$ cat src/rtl/biquad_fs_pkg.sv
package biquad_fs_pkg;

  localparam int NUM_TAPS  = 5;
  localparam int TAP_SEL_W = 3;

  // MAC order inside one sample; the encoding doubles as the write-port select code
  typedef enum logic [TAP_SEL_W-1:0] {
    TAP_B0 = 3'd0,
    TAP_B1 = 3'd1,
    TAP_B2 = 3'd2,
    TAP_A1 = 3'd3,
    TAP_A2 = 3'd4
  } tap_t;

  typedef enum logic [1:0] {
    SEQ_IDLE = 2'd0,
    SEQ_MAC  = 2'd1,
    SEQ_HOLD = 2'd2
  } seq_state_t;

endpackage

$ cat src/rtl/biquad_fs_coef.sv
module biquad_fs_coef
  import biquad_fs_pkg::*;
#(
  parameter int COEF_W = 28
) (
  input  logic                 clk,
  input  logic                 rst_n,
  input  logic                 wr_en,
  input  logic [TAP_SEL_W-1:0] wr_sel,
  input  logic [COEF_W-1:0]    wr_data,
  input  tap_t                 rd_tap,
  output logic [COEF_W-1:0]    rd_coef
);

  logic [COEF_W-1:0]          coef_q [NUM_TAPS];
  logic [NUM_TAPS*COEF_W-1:0] coef_flat;

  for (genvar i = 0; i < NUM_TAPS; i++) begin : g_coef
    always_ff @(posedge clk or negedge rst_n) begin
      if (!rst_n) begin
        coef_q[i] <= '0;
      end else if (wr_en && (wr_sel == TAP_SEL_W'(i))) begin
        coef_q[i] <= wr_data;
      end
    end
    assign coef_flat[i*COEF_W +: COEF_W] = coef_q[i];
  end

  always_comb begin
    case (rd_tap)
      TAP_B0:  rd_coef = coef_q[0];
      TAP_B1:  rd_coef = coef_q[1];
      TAP_B2:  rd_coef = coef_q[2];
      TAP_A1:  rd_coef = coef_q[3];
      TAP_A2:  rd_coef = coef_q[4];
      default: rd_coef = '0;
    endcase
  end

  // codes beyond the last tap leave every coefficient untouched
  assert_unused_sel_R9: assert property (@(posedge clk) disable iff (!rst_n)
    (wr_en && (wr_sel >= TAP_SEL_W'(NUM_TAPS))) |=> $stable(coef_flat));

endmodule

$ cat src/rtl/biquad_fs_seq.sv
module biquad_fs_seq
  import biquad_fs_pkg::*;
(
  input  logic clk,
  input  logic rst_n,
  input  logic in_valid,
  input  logic out_ready,
  output logic in_ready,
  output logic out_valid,
  output logic load_en,
  output logic mac_en,
  output logic store_en,
  output tap_t tap
);

  seq_state_t state_q;
  tap_t       tap_q;

  always_comb begin
    in_ready  = (state_q == SEQ_IDLE) || ((state_q == SEQ_HOLD) && out_ready);
    out_valid = (state_q == SEQ_HOLD);
    load_en   = in_valid && in_ready;
    mac_en    = (state_q == SEQ_MAC);
    store_en  = mac_en && (tap_q == TAP_A2);
    tap       = tap_q;
  end

  always_ff @(posedge clk or negedge rst_n) begin
    if (!rst_n) begin
      state_q <= SEQ_IDLE;
      tap_q   <= TAP_B0;
    end else begin
      case (state_q)
        SEQ_IDLE: begin
          if (load_en) begin
            state_q <= SEQ_MAC;
            tap_q   <= TAP_B0;
          end
        end
        SEQ_MAC: begin
          if (tap_q == TAP_A2) begin
            state_q <= SEQ_HOLD;
          end else begin
            tap_q <= tap_t'(tap_q + 3'd1);
          end
        end
        SEQ_HOLD: begin
          if (load_en) begin
            state_q <= SEQ_MAC;
            tap_q   <= TAP_B0;
          end else if (out_ready) begin
            state_q <= SEQ_IDLE;
          end
        end
        default: state_q <= SEQ_IDLE;
      endcase
    end
  end

  // the MAC walk visits the taps in order, one per clock
  assert_tap_step_R3: assert property (@(posedge clk) disable iff (!rst_n)
    (mac_en && (tap_q != TAP_A2)) |=> (mac_en && (tap_q == tap_t'($past(tap_q) + 3'd1))));

  // the last MAC hands over straight to a valid result
  assert_store_to_valid_R3: assert property (@(posedge clk) disable iff (!rst_n)
    store_en |=> out_valid);

endmodule

$ cat src/rtl/biquad_fs_dp.sv
module biquad_fs_dp
  import biquad_fs_pkg::*;
#(
  parameter int DATA_W    = 28,
  parameter int COEF_W    = 28,
  parameter int COEF_FRAC = 26,
  parameter int GUARD_W   = 4
) (
  input  logic              clk,
  input  logic              rst_n,
  input  logic              load_en,
  input  logic              mac_en,
  input  logic              store_en,
  input  tap_t              tap,
  input  logic [DATA_W-1:0] in_data,
  input  logic [COEF_W-1:0] coef,
  output logic [DATA_W-1:0] out_data
);

  localparam int PROD_W = DATA_W + COEF_W;
  localparam int ACC_W  = PROD_W + GUARD_W;
  localparam int HI_W   = ACC_W - COEF_FRAC;

  localparam logic signed [HI_W-1:0] HI_MAX =
    {{(HI_W-DATA_W+1){1'b0}}, {(DATA_W-1){1'b1}}};
  localparam logic signed [HI_W-1:0] HI_MIN =
    {{(HI_W-DATA_W+1){1'b1}}, {(DATA_W-1){1'b0}}};

  logic signed [DATA_W-1:0] x0_q, x1_q, x2_q, y1_q, y2_q, yout_q;
  logic        [COEF_FRAC-1:0] res_q;
  logic signed [ACC_W-1:0]  acc_q;

  logic signed [DATA_W-1:0] operand;
  logic signed [COEF_W-1:0] coef_s;
  logic signed [PROD_W-1:0] prod;
  logic signed [ACC_W-1:0]  prod_ext, term, sum;
  logic signed [HI_W-1:0]   sum_hi;
  logic        [COEF_FRAC-1:0] sum_lo;
  logic signed [DATA_W-1:0] y_sat;
  logic                     is_fb;

  always_comb begin
    case (tap)
      TAP_B0:  operand = x0_q;
      TAP_B1:  operand = x1_q;
      TAP_B2:  operand = x2_q;
      TAP_A1:  operand = y1_q;
      TAP_A2:  operand = y2_q;
      default: operand = '0;
    endcase
    is_fb    = (tap == TAP_A1) || (tap == TAP_A2);
    coef_s   = coef;
    prod     = coef_s * operand;
    prod_ext = {{GUARD_W{prod[PROD_W-1]}}, prod};
    term     = is_fb ? -prod_ext : prod_ext;
    sum      = acc_q + term;
    sum_hi   = sum[ACC_W-1:COEF_FRAC];
    sum_lo   = sum[COEF_FRAC-1:0];
    if (sum_hi > HI_MAX) begin
      y_sat = HI_MAX[DATA_W-1:0];
    end else if (sum_hi < HI_MIN) begin
      y_sat = HI_MIN[DATA_W-1:0];
    end else begin
      y_sat = sum_hi[DATA_W-1:0];
    end
  end

  always_ff @(posedge clk or negedge rst_n) begin
    if (!rst_n) begin
      acc_q  <= '0;
      x0_q   <= '0;
      x1_q   <= '0;
      x2_q   <= '0;
      y1_q   <= '0;
      y2_q   <= '0;
      res_q  <= '0;
      yout_q <= '0;
    end else begin
      if (load_en) begin
        acc_q <= {{HI_W{1'b0}}, res_q};
        x0_q  <= in_data;
      end else if (mac_en) begin
        acc_q <= sum;
      end
      if (store_en) begin
        res_q  <= sum_lo;
        yout_q <= y_sat;
        y1_q   <= y_sat;
        y2_q   <= y1_q;
        x1_q   <= x0_q;
        x2_q   <= x1_q;
      end
    end
  end

  assign out_data = yout_q;

  // a new sample starts from the carried residue alone, high part cleared
  assert_residue_load_R6: assert property (@(posedge clk) disable iff (!rst_n)
    load_en |=> (acc_q[ACC_W-1:COEF_FRAC] == '0));

  // an over-range high word saturates at the positive limit
  assert_clamp_hi_R7: assert property (@(posedge clk) disable iff (!rst_n)
    (store_en && (sum_hi > HI_MAX)) |=> (out_data == HI_MAX[DATA_W-1:0]));

  // an under-range high word saturates at the negative limit
  assert_clamp_lo_R7: assert property (@(posedge clk) disable iff (!rst_n)
    (store_en && (sum_hi < HI_MIN)) |=> (out_data == HI_MIN[DATA_W-1:0]));

endmodule

$ cat src/rtl/biquad_fs.sv
module biquad_fs
  import biquad_fs_pkg::*;
#(
  parameter int DATA_W    = 28,
  parameter int COEF_W    = 28,
  parameter int COEF_FRAC = 26,
  parameter int GUARD_W   = 4
) (
  input  logic                 clk,
  input  logic                 rst_n,
  input  logic                 in_valid,
  output logic                 in_ready,
  input  logic [DATA_W-1:0]    in_data,
  output logic                 out_valid,
  input  logic                 out_ready,
  output logic [DATA_W-1:0]    out_data,
  input  logic                 coef_we,
  input  logic [TAP_SEL_W-1:0] coef_sel,
  input  logic [COEF_W-1:0]    coef_wdata
);

  logic              load_en, mac_en, store_en;
  tap_t              tap;
  logic [COEF_W-1:0] coef;
  logic              accept;

  biquad_fs_seq u_seq (
    .clk      (clk),
    .rst_n    (rst_n),
    .in_valid (in_valid),
    .out_ready(out_ready),
    .in_ready (in_ready),
    .out_valid(out_valid),
    .load_en  (load_en),
    .mac_en   (mac_en),
    .store_en (store_en),
    .tap      (tap)
  );

  biquad_fs_coef #(.COEF_W(COEF_W)) u_coef (
    .clk    (clk),
    .rst_n  (rst_n),
    .wr_en  (coef_we),
    .wr_sel (coef_sel),
    .wr_data(coef_wdata),
    .rd_tap (tap),
    .rd_coef(coef)
  );

  biquad_fs_dp #(
    .DATA_W   (DATA_W),
    .COEF_W   (COEF_W),
    .COEF_FRAC(COEF_FRAC),
    .GUARD_W  (GUARD_W)
  ) u_dp (
    .clk     (clk),
    .rst_n   (rst_n),
    .load_en (load_en),
    .mac_en  (mac_en),
    .store_en(store_en),
    .tap     (tap),
    .in_data (in_data),
    .coef    (coef),
    .out_data(out_data)
  );

  assign accept = in_valid && in_ready;

  // once a sample is taken the input side closes
  assert_busy_after_accept_R2: assert property (@(posedge clk) disable iff (!rst_n)
    accept |=> !in_ready);

  // a result appears a fixed number of clocks after its sample was taken
  assert_latency_R3: assert property (@(posedge clk) disable iff (!rst_n)
    $rose(out_valid) |-> $past(accept, 6));

  // a stalled result is held unchanged
  assert_hold_R4: assert property (@(posedge clk) disable iff (!rst_n)
    (out_valid && !out_ready) |=> (out_valid && $stable(out_data)));

endmodule

$ cat config.mk
export PLATFORM = sky130hd
export DESIGN_NAME = biquad_fs
export DESIGN_NICKNAME = d
export VERILOG_FILES = /design/src/rtl/biquad_fs_pkg.sv /design/src/rtl/biquad_fs_coef.sv /design/src/rtl/biquad_fs_seq.sv /design/src/rtl/biquad_fs_dp.sv /design/src/rtl/biquad_fs.sv
export SDC_FILE = /design/constraint.sdc
export NUM_CORES = 2
export LEC_CHECK = 0
export ABC_AREA = 1
export BUFFER_PORTS_ARGS = -buffer_cell sky130_fd_sc_hd__buf_2
export CAP_MARGIN = 20
export CORE_UTILIZATION = 60
export CTS_BUF_LIST = sky130_fd_sc_hd__clkbuf_4 sky130_fd_sc_hd__clkbuf_8 sky130_fd_sc_hd__clkbuf_16
export DETAILED_ROUTE_END_ITERATION = 8
export PLACE_DENSITY = 0.77
export SYNTH_ARGS = -nofsm -noshare
export SYNTH_HDL_FRONTEND = slang
export SYNTH_SLANG_ARGS = --single-unit
$ cat constraint.sdc
create_clock -name clk -period 11.15 [get_ports clk]
set_input_delay 1.6725 -clock clk [delete_from_list [all_inputs] [get_ports clk]]
set_output_delay 1.6725 -clock clk [all_outputs]
set_load 0.005 [all_outputs]
==> results.toml <==
[grt]
grt_pass1_vias = 51400
grt-ovfl-total = 0
grt_pass1_wl_um = 297000
antenna_found_initial = 9
grt_max_degree = 162
grtUsageTotal = 0.468

[cts]
clkLatencyLatePin_ns = 0.63
cts_buffers = 43
clockRootBuffer = "clkbuf_16"
clockBufferDepth = 3
clk_transition_reported_paths_ns = 0.06
ctsHoldBuffers = 0
htreeDepth = 2
cts_tree = "yes"
cts.sinks = 371

[critical_path]
slowest_delay_ns = 0.60
critPathMaxFanout = 10
crit_buf_inv = 12
worstPathArrival_ns = 12.24
r2r_cells = 55
crit_cells = 55
r2r-start = "u_seq.tap[0]"
crit_start = "u_seq.tap[0]"
endpoint_kind = "flip-flop"
r2r_setup_slack_ns = -0.53
cpMaxStageDelayCell = "fa_2"
cp.required_ns = 11.71
reg2reg_to = "u_dp.y1_q[4]"
path_common_cell = "nand2_1"
startpoint_type = "flip-flop"
critPathKind = "reg2reg"
cp-endpoint = "u_dp.y1_q[4]"
path_delay_family = "adder cells"

[yosys]
synth_warnings = 0
syn_nets = 7592
netlist_area_mm2 = 0.0506
synthFlopType = "dfrtp_1"
synth.distinct_cells = 58
postSynthAreaPerCell_um2 = 7.84
async_flop_share = 1.00
yosysSeqAreaShare = 0.184
synthCells = 6451
ys_ff_latch = 371
synth_edf_count = 0

[die]
ios = 94
coreArea_mm2 = 0.0836
fp.dieH_um = 292
initial_core_util = 0.605
rows = 106
dieArea_mm2 = 0.0855
fp.dieW_um = 292

[worst_hold_path]
min_path_type = "reg2reg"

[routing]
vias = 50000
drt_first_pass_iters = 8
wirelength_um = 200000
drt_iter0_markers = 5150
route.detailed.drc = 0
detail_route.wl_per_cell_um = 23.1
viasPerCell = 5.78
ant_nets = 0

[timing]
holdWs_ns = 0.485
setup_slack_ns = -0.527
post-route-period-util = 1.05
clock_skew_ns = 0.0394
slew_viol_final = 0
worst_slew_pin_slew_ns = 1.11
setup_viol = 33
clock.fmax_mhz = 85.6
hold_viol_final = 0
relSlewSlack = 0.262
rsz0062_at_grt = "yes"
fin_crit_ns = 11.68

[cells_and_area]
area_growth_pct = 29.5
final_common_cell = "nand2_1"
fin_nets = 8674
drive_above_1_share = 0.250
final_cell_mix = "nand2_1 (1457), inv_1 (1346), buf_4 (1029)"

[placement]
gp_congestion = 1.09
port-buffer-count = 93
dpl.hpwl_um = 156000

[run]
max_cap_violations = 0

[outcome]
outcome = "complete, but fails checks"
failed_checks = "negative setup slack"
==> worst register-to-register path: cells and delay by family, from the launching register on <==
family                   cells  cell delay [ns]
buffers and inverters       12             1.61
flip-flops                   1             0.45
AO/OA/AOI/OAI                7             1.19
adder cells (fa/ha/maj)     11             4.91
XOR/XNOR                     3             0.63
AND/OR/NAND/NOR             22             2.82
==> worst min path at each step <==
stage / from / cells after the start / end / slack, ns
5_1_grt: u_dp.res_q[22] / 2 / u_dp.res_q[22] / 0.49
6_report: u_dp.x0_q[20] / 2 / u_dp.x1_q[20] / 0.49
4_1_cts: u_dp.x2_q[27] / 2 / u_dp.x2_q[27] / 0.48
2_1_floorplan: u_dp.x2_q[27] / 2 / u_dp.x2_q[27] / 0.44
3_3_place_gp: u_dp.y2_q[15] / 2 / u_dp.y2_q[15] / 0.45
3_5_place_dp: u_dp.x2_q[27] / 2 / u_dp.x2_q[27] / 0.46
==> per-layer routing <==
| metal | track usage | wire length (um) |
|---|---|---|
| met4 | 0.344 | 19100 |
| met1 | 0.551 | 68500 |
| met2 | 0.739 | 90200 |
| met3 | 0.126 | 22200 |
| met5 | 0 | 35 |
==> sequential cells by signal, summed over array words and instances, names as in the netlist <==
register and cells:
u_coef.coef_flat 140, u_dp.acc_q 60, u_dp.res_q 26, u_dp.x0_q 28
u_dp.x1_q 28, u_dp.x2_q 28, u_dp.y1_q 28, u_dp.y2_q 28
u_seq.state_q 2, u_seq.tap 3
==> per-stage QoR <==
step / area, um^2 / util / TNS (ns) / instances / setup slack, ns
final: 65500 / 0.784 / -13.95 / 8650 / -0.527
after global routing: 65500 / 0.784 / -30.28 / 8645 / -0.909
after CTS: 63800 / 0.764 / -3.41 / 8597 / -0.141
after detailed placement: 60000 / 0.718 / -36.64 / 8446 / -1.04
after global placement: 59900 / 0.717 / -34.78 / 8445 / -1.03
after floorplan: 50600 / - / 0 / 6451 / 0.0768
==> final cells by class <==
type / count / area, um^2
multi-input cells: 4482 / 38100
fillers: 5862 / 18000
repair buffers: 1235 / 10000
flip-flops and latches: 371 / 9290
inverters: 1400 / 5300
well taps: 1080 / 1350
clock buffers: 54 / 1200
clock inverters: 22 / 220
diodes: 6 / 15.0
==> cells in the mapped netlist, types with 13 or more instances <==
| cell type | count | area, um^2 |
|---|---|---|
| dfrtp_1 | 371 | 9280 |
| a211oi_1 | 26 | 195 |
| o211ai_1 | 29 | 218 |
| nand4_1 | 39 | 244 |
| o22ai_1 | 26 | 163 |
| o21ai_0 | 388 | 1940 |
| nand2_1 | 1546 | 5800 |
| xnor2_1 | 47 | 412 |
| clkbuf_1 | 185 | 694 |
| a22o_1 | 49 | 429 |
| xor2_1 | 87 | 762 |
| ha_1 | 253 | 3170 |
| a221oi_1 | 34 | 298 |
| nor2_1 | 715 | 2680 |
| o21bai_1 | 15 | 113 |
| a21boi_0 | 20 | 150 |
| fa_1 | 824 | 16500 |
| inv_1 | 1383 | 5190 |
| nor4_1 | 13 | 81.3 |
| a21oi_1 | 151 | 756 |
| nand3_1 | 88 | 440 |
| nor3_1 | 37 | 185 |
==> timing repair <==
item,in CTS,in global routing
setup endpoints to repair,60,64
setup buffers,67,43
cloned,8,1
gates resized for setup,427,298
pin swaps,146,126
==> logic make-up (layout without fill, tap and decap cells) <==
kind of cell             after synthesis  after routing  share of synthesized area
buffers and inverters               1604           2711                      0.120
AO/OA/AOI/OAI                        780            780                     0.0903
flip-flops                           371            371                      0.184
XOR/XNOR                             138            138                     0.0245
adder cells (fa/ha/maj)             1077           1077                      0.389
other                                  0              6                          0
AND/OR/NAND/NOR                     2481           2487                      0.193
Power is not shown: default switching activity piles up to over one toggle a cycle in this logic, so the estimate is an artifact.
